--- config.mk ---
export PLATFORM = sky130hd
export DESIGN_NAME = nrzi_destuff_rx
export DESIGN_NICKNAME = d
export VERILOG_FILES = /design/src/rtl/nrzi_pkg.sv /design/src/rtl/nrzi_run_counter.sv /design/src/rtl/nrzi_frame_fsm.sv /design/src/rtl/nrzi_evt_out.sv /design/src/rtl/nrzi_destuff_rx.sv
export SDC_FILE = /design/constraint.sdc
export NUM_CORES = 1
export LEC_CHECK = 0
export BUFFER_PORTS_ARGS = -buffer_cell sky130_fd_sc_hd__buf_4
export CAP_MARGIN = 10
export CORE_MARGIN = 3
export CORE_UTILIZATION = 35
export DETAILED_ROUTE_END_ITERATION = 7
export HOLD_SLACK_MARGIN = 0.02
export SLEW_MARGIN = 10
export SYNTH_ARGS = -nofsm -noshare
export SYNTH_HDL_FRONTEND = slang
export SYNTH_SLANG_ARGS = --single-unit
--- constraint.sdc ---
create_clock -name clk -period 1.8 [get_ports clk]
set_input_delay 0.09 -clock clk [delete_from_list [all_inputs] [get_ports clk]]
set_output_delay 0.09 -clock clk [all_outputs]
set_load 0.02 [all_outputs]
--- src/rtl/nrzi_pkg.sv ---
package nrzi_pkg;

   typedef enum logic [1:0] {
      LN_SE0 = 2'b00,
      LN_J   = 2'b01,
      LN_K   = 2'b10,
      LN_SE1 = 2'b11
   } line_t;

   typedef enum logic [1:0] {
      FR_IDLE = 2'd0,
      FR_DATA = 2'd1,
      FR_EOP  = 2'd2
   } frame_t;

   typedef struct packed {
      logic sop;
      logic eop;
      logic err;
      logic stuff;
      logic bit_vld;
      logic bit_val;
   } evt_t;

endpackage

--- src/rtl/nrzi_run_counter.sv ---
module nrzi_run_counter #(
   parameter int RUN   = 6,
   parameter int CNT_W = $clog2(RUN + 1)
) (
   input  logic clk,
   input  logic rst_n,
   input  logic clr,
   input  logic inc,
   output logic full
);
   localparam logic [CNT_W-1:0] RUN_C = CNT_W'(RUN);

   logic [CNT_W-1:0] cnt;

   always_ff @(posedge clk) begin
      if (!rst_n)
         cnt <= '0;
      else if (clr)
         cnt <= '0;
      else if (inc && cnt != RUN_C)
         cnt <= cnt + 1'b1;
   end

   assign full = (cnt == RUN_C);

endmodule

--- src/rtl/nrzi_frame_fsm.sv ---
module nrzi_frame_fsm
   import nrzi_pkg::*;
(
   input  logic       clk,
   input  logic       rst_n,
   input  logic       sym_vld,
   input  logic [1:0] sym_i,
   input  logic       run_full,
   output logic       run_clr,
   output logic       run_inc,
   output evt_t       evt,
   output logic       in_idle
);
   frame_t state, state_nxt;
   line_t  prev, prev_nxt;
   line_t  line;
   logic   same;

   assign line = line_t'(sym_i);
   assign same = (line == prev);

   always_comb begin
      state_nxt = state;
      prev_nxt  = prev;
      evt       = '0;
      run_clr   = 1'b0;
      run_inc   = 1'b0;
      if (sym_vld) begin
         case (state)
            FR_IDLE: begin
               if (line == LN_K) begin
                  evt.sop   = 1'b1;
                  state_nxt = FR_DATA;
                  run_clr   = 1'b1;
               end
            end
            FR_DATA: begin
               case (line)
                  LN_SE0: state_nxt = FR_EOP;
                  LN_SE1: begin
                     evt.err   = 1'b1;
                     state_nxt = FR_IDLE;
                  end
                  default: begin
                     prev_nxt = line;
                     if (run_full) begin
                        if (!same) begin
                           evt.stuff = 1'b1;
                           run_clr   = 1'b1;
                        end else begin
                           evt.err   = 1'b1;
                           state_nxt = FR_IDLE;
                        end
                     end else begin
                        evt.bit_vld = 1'b1;
                        evt.bit_val = same;
                        run_inc     = same;
                        run_clr     = !same;
                     end
                  end
               endcase
            end
            FR_EOP: begin
               if (line == LN_J) begin
                  evt.eop   = 1'b1;
                  state_nxt = FR_IDLE;
               end else if (line != LN_SE0) begin
                  evt.err   = 1'b1;
                  state_nxt = FR_IDLE;
               end
            end
            default: state_nxt = FR_IDLE;
         endcase
      end
      if (state_nxt == FR_IDLE)
         prev_nxt = LN_J;
   end

   always_ff @(posedge clk) begin
      if (!rst_n) begin
         state <= FR_IDLE;
         prev  <= LN_J;
      end else begin
         state <= state_nxt;
         prev  <= prev_nxt;
      end
   end

   assign in_idle = (state == FR_IDLE);

endmodule

--- src/rtl/nrzi_evt_out.sv ---
module nrzi_evt_out
   import nrzi_pkg::*;
#(
   parameter bit OUT_REG = 1'b1
) (
   input  logic clk,
   input  logic rst_n,
   input  evt_t evt_d,
   output evt_t evt_q
);
   generate
      if (OUT_REG) begin : g_reg
         always_ff @(posedge clk) begin
            if (!rst_n)
               evt_q <= '0;
            else
               evt_q <= evt_d;
         end
      end else begin : g_comb
         logic unused_clk;
         assign unused_clk = clk ^ rst_n;
         assign evt_q = evt_d;
      end
   endgenerate

endmodule

--- src/rtl/nrzi_destuff_rx.sv ---
module nrzi_destuff_rx
   import nrzi_pkg::*;
#(
   parameter int STUFF_RUN = 6,
   parameter bit OUT_REG   = 1'b1
) (
   input  logic       clk,
   input  logic       rst_n,
   input  logic       sym_vld,
   input  logic [1:0] sym,
   output logic       sop_p,
   output logic       eop_p,
   output logic       err_p,
   output logic       stuff_p,
   output logic       bit_vld,
   output logic       bit_val,
   output logic       rx_idle
);
   localparam int CNT_W = $clog2(STUFF_RUN + 1);

   generate
      if (STUFF_RUN < 1 || STUFF_RUN > 64) begin : g_bad_run
         $error("STUFF_RUN must lie in 1..64");
      end
   endgenerate

   logic run_clr, run_inc, run_full;
   evt_t evt_d, evt_q;

   nrzi_run_counter #(
      .RUN   (STUFF_RUN),
      .CNT_W (CNT_W)
   ) run_i (
      .clk   (clk),
      .rst_n (rst_n),
      .clr   (run_clr),
      .inc   (run_inc),
      .full  (run_full)
   );

   nrzi_frame_fsm fsm_i (
      .clk      (clk),
      .rst_n    (rst_n),
      .sym_vld  (sym_vld),
      .sym_i    (sym),
      .run_full (run_full),
      .run_clr  (run_clr),
      .run_inc  (run_inc),
      .evt      (evt_d),
      .in_idle  (rx_idle)
   );

   nrzi_evt_out #(
      .OUT_REG (OUT_REG)
   ) out_i (
      .clk   (clk),
      .rst_n (rst_n),
      .evt_d (evt_d),
      .evt_q (evt_q)
   );

   assign sop_p   = evt_q.sop;
   assign eop_p   = evt_q.eop;
   assign err_p   = evt_q.err;
   assign stuff_p = evt_q.stuff;
   assign bit_vld = evt_q.bit_vld;
   assign bit_val = evt_q.bit_val;

endmodule

==> metrics.md, run 1 <==
| Metric | Value |
|---|---|
| Status | completed |
| Critical path arrival | 1.82 ns |
| TritonCTS clock tree | done |
| Initial core utilization | 0.379 |
| Synth top cells by count | dfxtp_1, ha_1, inv_1 |
| Cts hold-fix bufs | 0 |
| Layout net count | 111 |
| Most instantiated library cell after synthesis | dfxtp_1 |
| First-pass GRT wire length | 2380 um |
| Die Span Y | 52.6 um |
| RSZ-0062 raised after global routing | false |
| Kind of critical path | reg2reg |
| Critical Path End Type | flop |
| LEAKAGE | 0.393 nW |
| Slew @ Worst Pin | 0.360 ns |
| Yosys Warn Count | 0 |
| Share of the synthesized area in the top cell type | 0.343 |
| Power Total | 0.000544 W |
| Via/cell ratio | 4.92 |
| EDFF count, synth | 0 |
| Die area | 0.00276 mm^2 |
| Number of cell rows | 16 |
| Syn_area_per_cell | 9.49 um^2 |
| Crit path max fanout | 6 |
| Die W | 52.6 um |
| Placement Cell Area | 876 um^2 |
| Async SR Flop Fraction | 0 |
| P_sw | 0.000139 W |
| Post-DP HPWL | 1140 um |
| Final Critical Period | 1.61 ns |
| Synthesis-to-finish area growth | 18.9% |
| Post-route ant nets | 0 |
| WL/cell | 11.6 um |
| Buffers on Ports | 11 |
| Layout Skew | 0.00536 ns |
| Finished Cell Area | 903 um^2 |
| Cells after Synth | 80 |
| Placeable Area | 0.00200 mm^2 |
| Top post-synthesis cells by area | dfxtp_1, ha_1, inv_1, xnor2_2, nand2_1 |
| Clock Path Buffers | 2 |
| Placed cell count | 118 |
| Syn nets | 95 |
| Fin. Hold Viols | 0 |
| Final period util | 0.892 |
| Fmax | 623 MHz |
| CTS H-tree lvls | 1 |
| Vias | 600 |
| Hold Worst Slack | 0.118 ns |
| Setup_tns | 0 ns |
| Seq. cell area | 262 um^2 |
| Vias in the first global route | 576 |
| Max-cap viol count | 0 |
| Initial antenna violation count | 0 |
| Headroom to the max-slew limit | 0.757 |
| Clk Latency, worst-skew pair | 0.28 ns |
| Pint | 0.000406 W |
| Yosys cell types | 32 |
| Peak supply drop | 309 uV |
| CTS buffer count | 3 |
| Gate power share | 0.130 |
| Hold Path Class | in2reg |
| Final setup fails | 0 |
| ANT cells | 0 |
| Pre-Repair DR Iteration Count | 4 |
| Sw frac | 0.255 |
| Non-Filler Instances | 122 |
| Filler Cell Count | 199 |
| Register share of total power | 0.536 |
| Seq/Total Area, Yosys | 0.343 |
| Multi-input gate area | 465 um^2 |
| Initial DRC count | 11 |
| Total gr overflow | 0 |
| Clk pin slew, worst setup/hold paths | 0.08 ns |
| WL final | 1410 um |
| Flops & latches, synth | 13 |
| Ys flop type | dfxtp_1 |
| Residual DRC | 0 |
| Clock Sinks | 13 |
| Boundary pin count | 12 |
| Clock share of power | 0.333 |
| Layout cells sized above 1 | 0.232 |
| Slew Viols, Final | 0 |
| Mapped Area | 759 um^2 |
| Routability cong. | 0.796 |
| WP data required | 2.01 ns |
| Clk root buf | clkbuf_4 |
| Pwr dens | 603 mW/mm^2 |
| Largest net degree at the start of global routing | 9 |
| Gr usage total | 0.118 |
| Area leader, netlist | dfxtp_1 |
| Critical Path Start Type | flop |
==> cell type report <==
| cell class | count | share of cell area |
|---|---|---|
| Multi-Input combinational cell | 58 | 0.515 |
| Sequential cell | 13 | 0.289 |
| Timing Repair Buffer | 11 | 0.0914 |
| Inverter | 9 | 0.0374 |
| Tap cell | 27 | 0.0374 |
| Clock buffer | 4 | 0.0291 |
==> logic make-up (layout without fill, tap and decap cells) <==
group | Yosys count | in the layout | share of synthesized area
buffers and inverters | 9 | 24 | 0.0445
AO/OA/AOI/OAI | 18 | 18 | 0.170
AND/OR/NAND/NOR | 27 | 27 | 0.224
adder cells (fa/ha/maj) | 10 | 10 | 0.165
XOR/XNOR | 3 | 3 | 0.0544
flip-flops | 13 | 13 | 0.343
==> state kept, by name, indices dropped and copies added, names as in the netlist <==
| name | cells |
|---|---|
| fsm_i.prev | 2 |
| fsm_i.state | 2 |
| out_i.evt_q | 6 |
| run_i.cnt | 3 |
==> worst paths after layout <==
check / start / cells after the start / slack, ns / endpoint
hold / removal: rst_n / 2 / 0.12 / out_i.evt_q[3]
setup reg to reg: fsm_i.state[1] / 6 / 0.19 / run_i.cnt[2]
setup / recovery: fsm_i.state[1] / 6 / 0.19 / run_i.cnt[2]
hold reg to reg: run_i.cnt[1] / 2 / 0.49 / run_i.cnt[1]
==> critical path: stages, from the launching register on <==
cell and delay [ns]:
dfxtp_2 0.35, inv_1 0.08, ha_1 0.23, nand3_2 0.17, nand4b_4 0.23, or3_1 0.35
a21oi_2 0.13
==> power by group through the flow <==
stage	Combinational (W)	Sequential, W	Clock [W]
global route	0.0000783	0.000293	0.000198
finish	0.0000710	0.000292	0.000181
detailed placement	0.0000703	0.000299	0
floorplan	0.0000441	0.000300	0
CTS	0.0000712	0.000292	0.000186
global placement	0.0000708	0.000299	0
==> stage by stage <==
stage | setup WS (ns) | util
2_1_floorplan | 0.219 | -
3_3_place_gp | 0.194 | 0.438
3_5_place_dp | 0.151 | 0.438
4_1_cts | 0.126 | 0.451
5_1_grt | 0.0308 | 0.451
6_report | 0.194 | 0.451
==> routing by layer <==
metal | global-route usage | wire length (um)
met1 | 0.136 | 660
met2 | 0.194 | 651
met5 | 0 | 0
met3 | 0.0456 | 78
met4 | 0.0468 | 20
==> timing repair <==
action | CTS | global route
gates resized for setup | 0 | 1
setup buffers | 0 | 0
endpoints found under the setup margin | 0 | 2
==> placed cells by master, fill, tap and decap left out, drive strengths merged <==
cell type,netlist,final
and4b,1,1
nor4b,1,1
xnor2,3,3
or2,1,1
inv,9,9
or3,1,1
o221ai,2,2
nor2,3,3
nor2b,1,1
and4,1,1
a31oi,2,2
dfxtp,13,13
a21oi,4,4
a32oi,1,1
buf,0,11
nand2,8,8
a222oi,1,1
ha,10,10
and2,3,3
a21boi,1,1
nand3,3,3
o21ai,5,5
nand4b,1,1
clkbuf,0,4
and3,1,1
nor3b,1,1
nor3,1,1
o21a,1,1
a21bo,1,1
(Power assumes the default switching activity.)
==> run 2: changes to the inputs <==
clock period = 1.45 ns   (was 1.8 ns; I/O delays follow)
==> metrics.md, run 2 (same netlist as run 1, synthesis figures left out) <==
| Metric | Value |
|---|---|
| Status | finished, violations left (was completed) |
| Failing checks | negative setup slack |
| CTS buffer count | 3 (unchanged) |
| Buffers on Ports | 11 (unchanged) |
| Routability cong. | 0.775 (was 0.796) |
| Critical path arrival | 1.70 ns (was 1.82 ns) |
| Slowest cell delay on critical path | 0.37 ns (was 0.35 ns) |
| Cts hold-fix bufs | 0 (unchanged) |
| Placeable Area | 0.00200 mm^2 (unchanged) |
| Fin. Hold Viols | 0 (unchanged) |
| Commonest cells after routing, fill and taps aside | buf_4, dfxtp_1, inv_1 (was dfxtp_1, buf_4, ha_1) |
| TritonCTS clock tree | done (unchanged) |
| Die W | 52.6 um (unchanged) |
| Reg-to-reg startpoint | fsm_i.state[1] (unchanged) |
| Post-route ant nets | 0 (unchanged) |
| Final period util | 1.05 (was 0.892) |
| Dpl ws | -0.0431 ns (was 0.151 ns) |
| Die area | 0.00276 mm^2 (unchanged) |
| Residual DRC | 0 (unchanged) |
| Worst Reg-to-Reg Cells | 6 (unchanged) |
| LEAKAGE | 0.483 nW (was 0.393 nW) |
| Headroom to the max-slew limit | 0.781 (was 0.757) |
| Reg2reg end | fsm_i.prev[1] (was run_i.cnt[2]) |
| Layout Skew | 0.00763 ns (was 0.00536 ns) |
| Number of cell rows | 16 (unchanged) |
| Via/cell ratio | 4.80 (was 4.92) |
| Peak supply drop | 478 uV (was 309 uV) |
| Hold path start | rst_n (unchanged) |
| Max-cap viol count | 0 (unchanged) |
| ANT cells | 0 (unchanged) |
| RSZ-0062 raised after global routing | true (was false) |
| Final Critical Period | 1.52 ns (was 1.61 ns) |
| Hold Path End | out_i.evt_q[3] (unchanged) |
| Clk pin slew, worst setup/hold paths | 0.09 ns (was 0.08 ns) |
| Vias | 667 (was 600) |
| Clock Path Buffers | 2 (unchanged) |
| Slew @ Worst Pin | 0.329 ns (was 0.360 ns) |
| Kind of critical path | reg2reg (unchanged) |
| Initial antenna violation count | 0 (unchanged) |
| Clock Sinks | 13 (unchanged) |
| Worst path slowest cell | a222oi_1 (was dfxtp_2) |
| Die Span Y | 52.6 um (unchanged) |
| Final setup fails | 3 (was 0) |
| Critical Path End Type | flop (unchanged) |
| Synthesis-to-finish area growth | 41.4% (was 18.9%) |
| WL/cell | 11.5 um (was 11.6 um) |
| Pre-Repair DR Iteration Count | 4 (unchanged) |
| Flop2flop setup slack | -0.07 ns (was 0.19 ns) |
| Slew Viols, Final | 0 (unchanged) |
| Gr usage total | 0.141 (was 0.118) |
| Total gr overflow | 0 (unchanged) |
| WL final | 1590 um (was 1410 um) |
| Final worst setup slack | -0.0700 ns (was 0.194 ns) |
| Post-DP HPWL | 1370 um (was 1140 um) |
| Clk root buf | clkbuf_4 (unchanged) |
| Largest registers | out_i.evt_q (6), run_i.cnt (3) (unchanged) |
| Layout net count | 128 (was 111) |
| Hold path depth | 2 (unchanged) |
| WP data required | 1.63 ns (was 2.01 ns) |
| CTS H-tree lvls | 1 (unchanged) |
| Largest net degree at the start of global routing | 9 (unchanged) |
| Initial DRC count | 11 (unchanged) |
| Commonest non-fill, non-tap cell in the layout | buf_4 (was dfxtp_1) |
| Largest Register | out_i.evt_q (unchanged) |
| Vias in the first global route | 652 (was 576) |
| Critical Path Start Type | flop (unchanged) |
| Boundary pin count | 12 (unchanged) |
| Pwr dens | 660 mW/mm^2 (was 603 mW/mm^2) |
| Crit path cell chain | inv_2, buf_6, ha_4, a222oi_1, a31oi_2, o21a_1 (was inv_1, ha_1, nand3_2, nand4b_4, or3_1, a21oi_2) |
| Power Total | 0.000708 W (was 0.000544 W) |
| Largest register FFs | 6 (unchanged) |
| Hold Path Class | in2reg (unchanged) |
| First-pass GRT wire length | 2800 um (was 2380 um) |
| Crit path max fanout | 5 (was 6) |
| Initial core utilization | 0.379 (unchanged) |
| Layout cells sized above 1 | 0.420 (was 0.232) |
| Fmax | 658 MHz (was 623 MHz) |
| Clk Latency, worst-skew pair | 0.28 ns (about the same) |
## run 2: metal layers
layer | part of all wire | GRT usage | vias up
met4 | 0.0063 | 0.0638 | 0
met2 | 0.49 | 0.233 | 16
met1 | 0.45 | 0.164 | 305
met5 | 0 | 0 | -
met3 | 0.051 | 0.0427 | 2
li1 | - | - | 344
## run 2: worst max path at each step
stage                   start  slack (ns)  depth (start not counted)       endpoint
2_1_floorplan  fsm_i.state[0]       0.006                          5  fsm_i.prev[1]
3_3_place_gp   fsm_i.state[1]       -0.05                          6  fsm_i.prev[1]
3_5_place_dp   fsm_i.state[0]       -0.04                          6  fsm_i.prev[0]
4_1_cts        fsm_i.state[1]       -0.06                          6  fsm_i.prev[0]
5_1_grt        fsm_i.state[1]       -0.17                          6  fsm_i.prev[1]
6_report       fsm_i.state[1]       -0.07                          6  fsm_i.prev[1]
## run 2: critical path, delay by kind of cell, from the launching register on
family	cells	cell delay (ns)
buffers and inverters	2	0.16
adder cells (fa/ha/maj)	1	0.16
flip-flops	1	0.34
AO/OA/AOI/OAI	3	0.75
## run 2: area by class of cell
| cell class | instances | area (um^2) |
|---|---|---|
| Inverter | 9 | 33.8 |
| Clock buffer | 3 | 22.5 |
| Tap cell | 27 | 33.8 |
| Fill cell | 197 | 928 |
| Timing Repair Buffer | 28 | 214 |
| Sequential cell | 13 | 263 |
| Multi-Input combinational cell | 58 | 502 |
| Clock inverter | 1 | 5.00 |
## run 2: per-stage QoR
stage	hold WS [ns]	cell area (um^2)	cells	TNS (ns)	utilization
after floorplan	0.217	776	80	0	-
after global placement	0.389	1000	133	-0.0520	0.502
after detailed placement	0.385	1000	133	-0.0827	0.502
after CTS	0.0847	1060	139	-0.135	0.528
after global routing	0.0899	1070	139	-0.429	0.536
final	0.0944	1070	139	-0.118	0.536
## run 2: power breakdown
group / switching (W) / total [W] / leakage (nW) / internal [W]
combinational: 0.0000587 / 0.000117 / 0.360 / 0.0000582
clock: 0.000126 / 0.000229 / 0.0177 / 0.000102
sequential: 0.00000248 / 0.000363 / 0.106 / 0.000360
total: 0.000188 / 0.000708 / 0.483 / 0.000521
## run 2: timing repair
| action | 4_1_cts | 5_1_grt |
|---|---|---|
| pin swaps | 3 | 1 |
| gates resized for setup | 2 | 5 |
| setup endpoints to repair | 3 | 8 |
| endpoints found under the hold margin | 0 | 0 |
| buffers inserted | 2 | 0 |
